File: config.mk
export PLATFORM = sky130hd
export DESIGN_NAME = tagged_regfile
export DESIGN_NICKNAME = d
export VERILOG_FILES = /design/src/rtl/rf_pkg.sv /design/src/rtl/rf_slot.sv /design/src/rtl/rf_rdport.sv /design/src/rtl/tagged_regfile.sv
export SDC_FILE = /design/constraint.sdc
export NUM_CORES = 2
export LEC_CHECK = 0
export BUFFER_PORTS_ARGS = -buffer_cell sky130_fd_sc_hd__clkbuf_2
export CORE_MARGIN = 3
export CORE_UTILIZATION = 50
export DETAILED_ROUTE_END_ITERATION = 10
export GPL_ROUTABILITY_DRIVEN = 0
export HOLD_SLACK_MARGIN = 0.1
export PLACE_DENSITY_LB_ADDON = 0.05
export SYNTH_ARGS = -nofsm -noshare
export SYNTH_HDL_FRONTEND = slang
export SYNTH_HIERARCHICAL = 1
export SYNTH_SLANG_ARGS = --single-unit
File: constraint.sdc
create_clock -name clk -period 7 [get_ports clk]
set_clock_uncertainty 0.15 [all_clocks]
set_input_delay 0.7 -clock clk [delete_from_list [all_inputs] [get_ports clk]]
set_output_delay 0.7 -clock clk [all_outputs]
set_load 0.03 [all_outputs]
File: src/rtl/rf_pkg.sv
// Package rf_pkg
// Shared sizing defaults for the tagged register file.
// Assumes the register count is a power of two so that every address decodes to a slot.
package rf_pkg;
    localparam int RF_NREG = 32;  // number of architectural registers
    localparam int RF_DW   = 32;  // data word width
    localparam int RF_TW   = 5;   // producer tag width; value zero means "current"
    localparam int RF_NRD  = 2;   // number of read ports
endpackage

File: src/rtl/rf_slot.sv
// Module rf_slot
// One register of the file: a data word and a producer tag.
// It snoops the result bus and captures a value whose tag equals its own stored tag.
// Assumes the caller has already decoded the issue address into iss_hit.
// A bus tag of zero is never a match.
module rf_slot #(
    parameter int DW = 32,
    parameter int TW = 5
) (
    input  logic          clk,
    input  logic          rst_n,
    input  logic          iss_hit,
    input  logic [TW-1:0] iss_tag,
    input  logic          bus_vld,
    input  logic [TW-1:0] bus_tag,
    input  logic [DW-1:0] bus_val,
    output logic [DW-1:0] data_q,
    output logic [TW-1:0] tag_q
);
    logic          snoop_hit;
    logic [DW-1:0] data_d;
    logic [TW-1:0] tag_d;

    // Purpose: detect that the live broadcast carries the result this slot waits for.
    always_comb begin
        snoop_hit = bus_vld && (bus_tag != '0) && (tag_q == bus_tag);
    end

    // Purpose: next state; a bus capture clears the tag, and an issue write overrides that.
    always_comb begin
        data_d = data_q;
        tag_d  = tag_q;
        if (snoop_hit) begin
            data_d = bus_val;
            tag_d  = '0;
        end
        if (iss_hit) begin
            tag_d = iss_tag;
        end
    end

    // Purpose: state register with synchronous active-low clear.
    always_ff @(posedge clk) begin
        if (!rst_n) begin
            data_q <= '0;
            tag_q  <= '0;
        end else begin
            data_q <= data_d;
            tag_q  <= tag_d;
        end
    end

    assert_clear_R1: assert property (@(posedge clk)
        !rst_n |=> (data_q == '0 && tag_q == '0));

    assert_issue_tag_R2: assert property (@(posedge clk) disable iff (!rst_n)
        iss_hit |=> tag_q == $past(iss_tag));

    assert_issue_keeps_data_R2: assert property (@(posedge clk) disable iff (!rst_n)
        (iss_hit && !snoop_hit) |=> $stable(data_q));

    assert_capture_R3: assert property (@(posedge clk) disable iff (!rst_n)
        (snoop_hit && !iss_hit) |=> (data_q == $past(bus_val) && tag_q == '0));

    assert_zero_tag_R5: assert property (@(posedge clk) disable iff (!rst_n)
        (bus_tag == '0 && !iss_hit) |=> ($stable(data_q) && $stable(tag_q)));

    assert_race_R7: assert property (@(posedge clk) disable iff (!rst_n)
        (snoop_hit && iss_hit) |=> (data_q == $past(bus_val) && tag_q == $past(iss_tag)));

    assert_idle_R10: assert property (@(posedge clk) disable iff (!rst_n)
        (!bus_vld && !iss_hit) |=> ($stable(data_q) && $stable(tag_q)));
endmodule

File: src/rtl/rf_rdport.sv
// Module rf_rdport
// One combinational read port: it selects a slot by address and forwards a live bus result
// that the selected slot is waiting for, reporting tag zero in that case.
// Assumes addr is below NREG.
module rf_rdport #(
    parameter int NREG = 32,
    parameter int DW   = 32,
    parameter int TW   = 5,
    localparam int AW  = $clog2(NREG)
) (
    input  logic                     clk,
    input  logic                     rst_n,
    input  logic [NREG-1:0][DW-1:0]  data_all,
    input  logic [NREG-1:0][TW-1:0]  tag_all,
    input  logic [AW-1:0]            addr,
    input  logic                     bus_vld,
    input  logic [TW-1:0]            bus_tag,
    input  logic [DW-1:0]            bus_val,
    output logic [DW-1:0]            rd_data,
    output logic [TW-1:0]            rd_tag
);
    logic [DW-1:0] sel_data;
    logic [TW-1:0] sel_tag;
    logic          fwd;

    // Purpose: pick the addressed slot's stored contents.
    always_comb begin
        sel_data = data_all[addr];
        sel_tag  = tag_all[addr];
    end

    // Purpose: forward the bus value when the addressed slot is pending on it.
    always_comb begin
        fwd = bus_vld && (bus_tag != '0) && (sel_tag == bus_tag);
        if (fwd) begin
            rd_data = bus_val;
            rd_tag  = '0;
        end else begin
            rd_data = sel_data;
            rd_tag  = sel_tag;
        end
    end

    // A port never reports a producer tag that is being broadcast right now.
    assert_fwd_tag_R8: assert property (@(posedge clk) disable iff (!rst_n)
        (bus_vld && bus_tag != '0) |-> (rd_tag != bus_tag));
endmodule

File: src/rtl/tagged_regfile.sv
// Module tagged_regfile
// Register file with one producer tag per register. Issue writes tags by address,
// and data arrives only by snooping the result bus. Two combinational read ports
// return data and tag, with same-cycle forwarding from the bus.
// Assumes at most one issue write per cycle and one result broadcast per cycle.
module tagged_regfile #(
    parameter int NREG = rf_pkg::RF_NREG,
    parameter int DW   = rf_pkg::RF_DW,
    parameter int TW   = rf_pkg::RF_TW,
    localparam int AW  = $clog2(NREG)
) (
    input  logic          clk,
    input  logic          rst_n,
    input  logic [AW-1:0] rd0_addr,
    output logic [DW-1:0] rd0_data,
    output logic [TW-1:0] rd0_tag,
    input  logic [AW-1:0] rd1_addr,
    output logic [DW-1:0] rd1_data,
    output logic [TW-1:0] rd1_tag,
    input  logic          iss_en,
    input  logic [AW-1:0] iss_addr,
    input  logic [TW-1:0] iss_tag,
    input  logic          bus_vld,
    input  logic [TW-1:0] bus_tag,
    input  logic [DW-1:0] bus_val
);
    localparam int NRD = rf_pkg::RF_NRD;

    logic [NREG-1:0]          iss_hit;
    logic [NREG-1:0][DW-1:0]  data_all;
    logic [NREG-1:0][TW-1:0]  tag_all;
    logic [NRD-1:0][AW-1:0]   rd_addr;
    logic [NRD-1:0][DW-1:0]   rd_data;
    logic [NRD-1:0][TW-1:0]   rd_tag;

    // Purpose: decode the issue destination into one-hot slot enables.
    for (genvar r = 0; r < NREG; r++) begin : g_dec
        assign iss_hit[r] = iss_en && (iss_addr == AW'(r));
    end

    // Purpose: one snooping slot per architectural register.
    for (genvar r = 0; r < NREG; r++) begin : g_slot
        rf_slot #(.DW(DW), .TW(TW)) u_slot (
            .clk     (clk),
            .rst_n   (rst_n),
            .iss_hit (iss_hit[r]),
            .iss_tag (iss_tag),
            .bus_vld (bus_vld),
            .bus_tag (bus_tag),
            .bus_val (bus_val),
            .data_q  (data_all[r]),
            .tag_q   (tag_all[r])
        );
    end

    assign rd_addr[0] = rd0_addr;
    assign rd_addr[1] = rd1_addr;

    // Purpose: identical, independent read ports.
    for (genvar p = 0; p < NRD; p++) begin : g_rd
        rf_rdport #(.NREG(NREG), .DW(DW), .TW(TW)) u_rd (
            .clk      (clk),
            .rst_n    (rst_n),
            .data_all (data_all),
            .tag_all  (tag_all),
            .addr     (rd_addr[p]),
            .bus_vld  (bus_vld),
            .bus_tag  (bus_tag),
            .bus_val  (bus_val),
            .rd_data  (rd_data[p]),
            .rd_tag   (rd_tag[p])
        );
    end

    assign rd0_data = rd_data[0];
    assign rd0_tag  = rd_tag[0];
    assign rd1_data = rd_data[1];
    assign rd1_tag  = rd_tag[1];

    // At most one slot takes an issue write per cycle.
    assert_one_issue_R2: assert property (@(posedge clk) disable iff (!rst_n)
        $onehot0(iss_hit));

    // Two ports on the same address agree.
    assert_ports_agree_R9: assert property (@(posedge clk) disable iff (!rst_n)
        (rd0_addr == rd1_addr) |-> (rd0_data == rd1_data && rd0_tag == rd1_tag));
endmodule

Word level (Yosys, flattened, before mapping)
Cells that the tools add are included.
{"block": "word_totals", "regBits": 1184, "inputBits": 61, "out_inout_bits": 74, "word_cells": 308}
{"block": "classes", "magnitude_cmp": 2, "eq_ne": 65, "muxes": 76, "n_reduce_logical": 101}
{"cell": "$mux 5", "n": 68}
{"cell": "$bmux 32 s5", "n": 2}
{"cell": "$eq 5x5->1", "n": 34}
{"cell": "$mux 32", "n": 4}
{"cell": "$eq 5x5->1 const B", "n": 16}
{"cell": "$logic_and 1x1->1", "n": 67}
{"cell": "$reduce_bool 2->1", "n": 32}
{"cell": "$bmux 5 s5", "n": 2}
{"cell": "$eq 5x4->1 const B", "n": 8}
{"cell": "$eq 5x3->1 const B", "n": 4}
{"cell": "$lt 5x6->1 const B", "n": 2}
{"cell": "$eq 5x2->1 const B", "n": 2}
{"cell": "$eq 5x1->1 const B", "n": 1}
{"cell": "$logic_not 5->1", "n": 1}
{"cell": "$reduce_bool 5->1", "n": 1}

Depth between registers and ports, before layout
{"block": "logic_depth", "depth_word": 5, "mapped_depth": 13}

Hierarchy
The synthesis kept the hierarchy.
{"mod": "rf_slot", "n_inst": 32, "cells_per_inst": 170, "area_each_um2": 1546.5}
{"mod": "rf_rdport", "n_inst": 2, "cells_per_inst": 597, "area_each_um2": 9811.9}
{"mod": "tagged_regfile", "n_inst": 1, "cells_per_inst": 47, "area_each_um2": 234.0}

Worst setup path after synthesis
No wires, ideal clock.
{"block": "synth_timing", "path_type": "input-to-output", "from": "in rd0_addr[1]", "to": "out rd0_data[10]", "arrival_ns": 3.485, "slack_ns": 2.665, "cell_stages": 9, "n_path_buf": 5, "cell_sequence": "buf_2 -> buf_2 -> buf_2 -> clkbuf_1 -> buf_1 -> mux4_2 -> mux4_2 -> mux2_2 -> mux2_1"}
{"block": "synth_between", "elab_chain_len": 5, "word_cells_on_any_way": 7}
{"element": "start: declaration", "line": "tagged_regfile.sv:14", "text": "input logic [AW-1:0] rd0_addr,"}
{"element": "$bmux 5 s5", "line": "rf_rdport.sv:29", "text": "sel_tag = tag_all[addr];"}
{"element": "$mux 5 (implied by the code)", "line": "rf_rdport.sv:29"}
{"element": "$eq 5x5->1", "line": "rf_rdport.sv:34", "text": "fwd = bus_vld && (bus_tag != '0) && (sel_tag == bus_tag);"}
{"element": "$logic_and 1x1->1", "line": "rf_rdport.sv:34"}
{"element": "$mux 32 (*)", "line": "rf_rdport.sv:35", "text": "if (fwd) begin"}
{"element": "end: declaration", "line": "tagged_regfile.sv:15", "text": "output logic [DW-1:0] rd0_data,"}
Mark *: on every way between the ends. The rest lies on a longest branch, timed or not. The select of a mux whose other input is x is not followed.

Final worst setup path
{"block": "layout_timing", "from": "in rd1_addr[1]", "to": "out rd1_data[0]"}
{"block": "layout_between", "elab_chain_len": 5, "word_cells_on_any_way": 7}
{"element": "start: declaration", "line": "tagged_regfile.sv:17", "text": "input logic [AW-1:0] rd1_addr,"}
{"element": "$bmux 5 s5", "line": "rf_rdport.sv:29"}
{"element": "$mux 5 (implied by the code)", "line": "rf_rdport.sv:29"}
{"element": "$eq 5x5->1", "line": "rf_rdport.sv:34"}
{"element": "$logic_and 1x1->1", "line": "rf_rdport.sv:34"}
{"element": "$mux 32 (*)", "line": "rf_rdport.sv:35"}
{"element": "end: declaration", "line": "tagged_regfile.sv:18", "text": "output logic [DW-1:0] rd1_data,"}
Marked as above.

==> results.json <==
{
  "run_status": "complete, no violations",
  "ctsHtreeMaxLevel": 4,
  "power.density_cell_area_nw_per_um2": 213,
  "synthFlopType": "dfxtp_1",
  "synth.cell_area_um2": 69300,
  "grt-ovfl-total": 0,
  "core_region_um2": 138000,
  "finalCriticalPeriod_ns": 5.49,
  "synth.ff_latch_count": 1184,
  "async_set_reset_flop_share_out_of_synthesis": 0,
  "drc": 0,
  "dpl-instance-area_um2": 70000,
  "layout.cells.most_common_list": "2213 x nand2_1, 1184 x dfxtp_1, 1052 x mux2i_1",
  "r2r_slack_ns": 4.21,
  "grt_start_max_net_pins": 190,
  "worstPathMaxFanout": 72,
  "endpoint_kind": "output pin",
  "area_growth_pct": 7.84,
  "netlist_instances": 6681,
  "drive_gt1_frac": 0.214,
  "die_width_um": 378,
  "timing.hold.worst_path_depth": 3,
  "yosys.cell_types.count": 49,
  "synthesis.area_per_instance_um2": 10.4,
  "holdPathEnd": "g_slot[7].u_slot/data_q[31]",
  "footprint_of_the_multi_input_gates_um2": 42300,
  "fin_crit_sh": 0.784,
  "initialDrtViolationCount": 5664,
  "detail_route.wl_per_cell_um": 27.8,
  "worstMarginPinSlew_ns": 1.28,
  "routed-via-count": 52900,
  "grt_pass1_wl_um": 342000,
  "critPathSlowestCell": "mux4_2",
  "post_cts_hold_buffer_count": 0,
  "final_common_cell": "nand2_1",
  "post_cts_buffers": 0,
  "clock_sinks": 1184,
  "cp_slowest_stage_delay_ns": 0.59,
  "cts_resizes": 0,
  "start_kind": "input pin",
  "ant_nets": 0,
  "leakage_nw": 26.2,
  "number_of_antenna_violations_at_the_first_check_in_global_routing": 18,
  "total_routing_usage_reported_by_global_routing": 0.322,
  "max_cap_viols": 0,
  "final_area_um2": 74800,
  "post_drt_via_cell_ratio": 6.30,
  "number_of_global_route_vias_before_repair": 50100,
  "number_of_synthesized_flops_with_an_enable_pin": 0,
  "min-delay-start": "rst_n",
  "final_hold_viols": 0,
  "cts_root_buffer": "clkbuf_16",
  "worst_r2r_path_depth": 5,
  "critPathKind": "input pin to output pin",
  "crit_chain": "buf_8 > mux4_2 > mux4_2 > mux2i_1 > xor2_1 > o211ai_1 > nor4b_4 > buf_4 > mux2_2 > clkbuf_2",
  "fin_setup_tns_ns": 0,
  "rows": 136,
  "worstReg2RegStart": "g_slot[5].u_slot/tag_q[2]",
  "buf_inv_on_cp": 3,
  "worst_skew_pair.late_latency_ns": 0.76,
  "dp_hpwl_um": 135000,
  "yosys_warnings": 6,
  "first_pass_iters": 6,
  "clkSlewWorstSetupHoldPaths_ns": 0.06,
  "crit-reg2reg-capture": "g_slot[5].u_slot/data_q[28]",
  "cts.path.max_buffers": 3,
  "worstHoldPathType": "input pin to flop",
  "top_level_ports": 135,
  "timing.max_slew.rel_slack": 0.143,
  "vdd_ir_drop_max_v": 0.000190,
  "tritoncts_clock_tree": "done",
  "start_util": 0.504,
  "highest_clock_rate_mhz": 182,
  "num-fill-cells": 12000,
  "seq_area_frac_synth": 0.342,
  "numCtsBuffers": 139,
  "fp.dieArea_um2": 143000,
  "seq_area_um2": 23700,
  "worst_path_required_ns": 6.15,
  "timing.critical_path.mode_cell": "mux4_2",
  "grt_setup_unrepaired": "no",
  "port_buffers": 134,
  "synth_nets": 6742,
  "critical-path-top-delay-family": "multiplexers",
  "postRouteWirelength_um": 233000,
  "final-setup-viol-count": 0,
  "final_max_slew_violation_count": 0,
  "die_y_um": 378,
  "critPathArrivalTime_ns": 4.64,
  "final_net_count": 6542
}
synthesized netlist by cell type (3+ instances only):
master / n / share of area
dfxtp_1: 1184 / 0.34
mux4_2: 708 / 0.23
nand2b_1: 12 / 0.0011
xnor2_1: 34 / 0.0043
nor3_1: 34 / 0.0025
nor4_2: 32 / 0.0058
nor2b_1: 42 / 0.0038
nor2_1: 60 / 0.0032
and3b_1: 4 / 0.00051
nand2_1: 2213 / 0.12
buf_6: 78 / 0.013
clkbuf_1: 317 / 0.017
o22ai_1: 4 / 0.00036
a31o_2: 34 / 0.0043
o221ai_1: 6 / 0.00076
nand4bb_1: 3 / 0.00049
and2_1: 32 / 0.0029
buf_2: 70 / 0.0051
buf_1: 40 / 0.0022
a41oi_1: 34 / 0.0043
buf_8: 68 / 0.015
nand3_1: 130 / 0.0094
o211ai_1: 4 / 0.00043
nand4_1: 3 / 0.00027
mux2_2: 112 / 0.018
xor2_1: 100 / 0.013
o2111a_1: 32 / 0.0052
a22oi_1: 8 / 0.00087
mux2_1: 34 / 0.0055
o21ai_1: 128 / 0.0092
nor3_2: 32 / 0.0046
mux2i_1: 1052 / 0.15
nand4b_1: 7 / 0.00088
state kept, by name, summed over array words and instances, names as in the netlist:
signal,cells
g_slot.u_slot/data_q,1024
g_slot.u_slot/tag_q,160
layer usage:
layer | routed length, um | part of all wire | vias up | track usage
li1 | - | - | 23500 | -
met1 | 101000 | 0.43 | 26700 | 0.455
met2 | 105000 | 0.45 | 2145 | 0.503
met3 | 17900 | 0.077 | 438 | 0.0499
met4 | 8900 | 0.038 | 4 | 0.116
met5 | 58 | 0.00025 | - | 0
worst reg2reg max path, delay by kind of cell, from the launching register on:
kind            cells  cell delay [ns]
simple gates        1             0.30
flops               1             0.35
compound gates      1             0.68
mux                 1             0.31
buf+inv             1             0.73
xor+xnor            1             0.18
how the worst max path moves through the flow:
stage,start,to,depth (start not counted)
after global routing,rd1_addr[2],rd1_data[1],11
final,rd1_addr[1],rd1_data[0],10
after detailed placement,rd1_addr[2],rd1_data[0],11
after floorplan,rd0_addr[1],rd0_data[10],9
after CTS,rd1_addr[2],rd1_data[0],11
after global placement,rd1_addr[2],rd1_data[5],11
cell families after synthesis:
group / synth area share
mux: 0.405
buf+inv: 0.0521
simple gates: 0.156
compound gates: 0.0274
xor+xnor: 0.0169
flops: 0.342
report_power, final:
group | switching, W | internal [W] | total (W)
registers | 0.0000420 | 0.00679 | 0.00683
clock network | 0.00305 | 0.00457 | 0.00762
logic | 0.00101 | 0.000462 | 0.00147
layout make-up:
cell class                 count  area share
sequential                  1184       0.317
clock buffer                 213      0.0570
tap                         1794      0.0300
clock inverter                39     0.00661
antenna                        7    0.000234
multi-input combinational   4920       0.566
inverter                       2    0.000100
timing repair buffer         234      0.0230
per-stage QoR:
stage | total power [W] | worst slack [ns] | instances | hold slack (ns) | utilization
2_1_floorplan | 0.00792 | 2.66 | 6681 | 0.291 | -
3_3_place_gp | 0.00842 | 1.65 | 8134 | 0.298 | 0.509
3_5_place_dp | 0.00844 | 1.61 | 8134 | 0.306 | 0.509
4_1_cts | 0.0160 | 1.60 | 8386 | 0.283 | 0.543
5_1_grt | 0.0164 | 1.38 | 8389 | 0.328 | 0.543
6_report | 0.0159 | 1.51 | 8393 | 0.313 | 0.543
(Power assumes the default switching activity.)
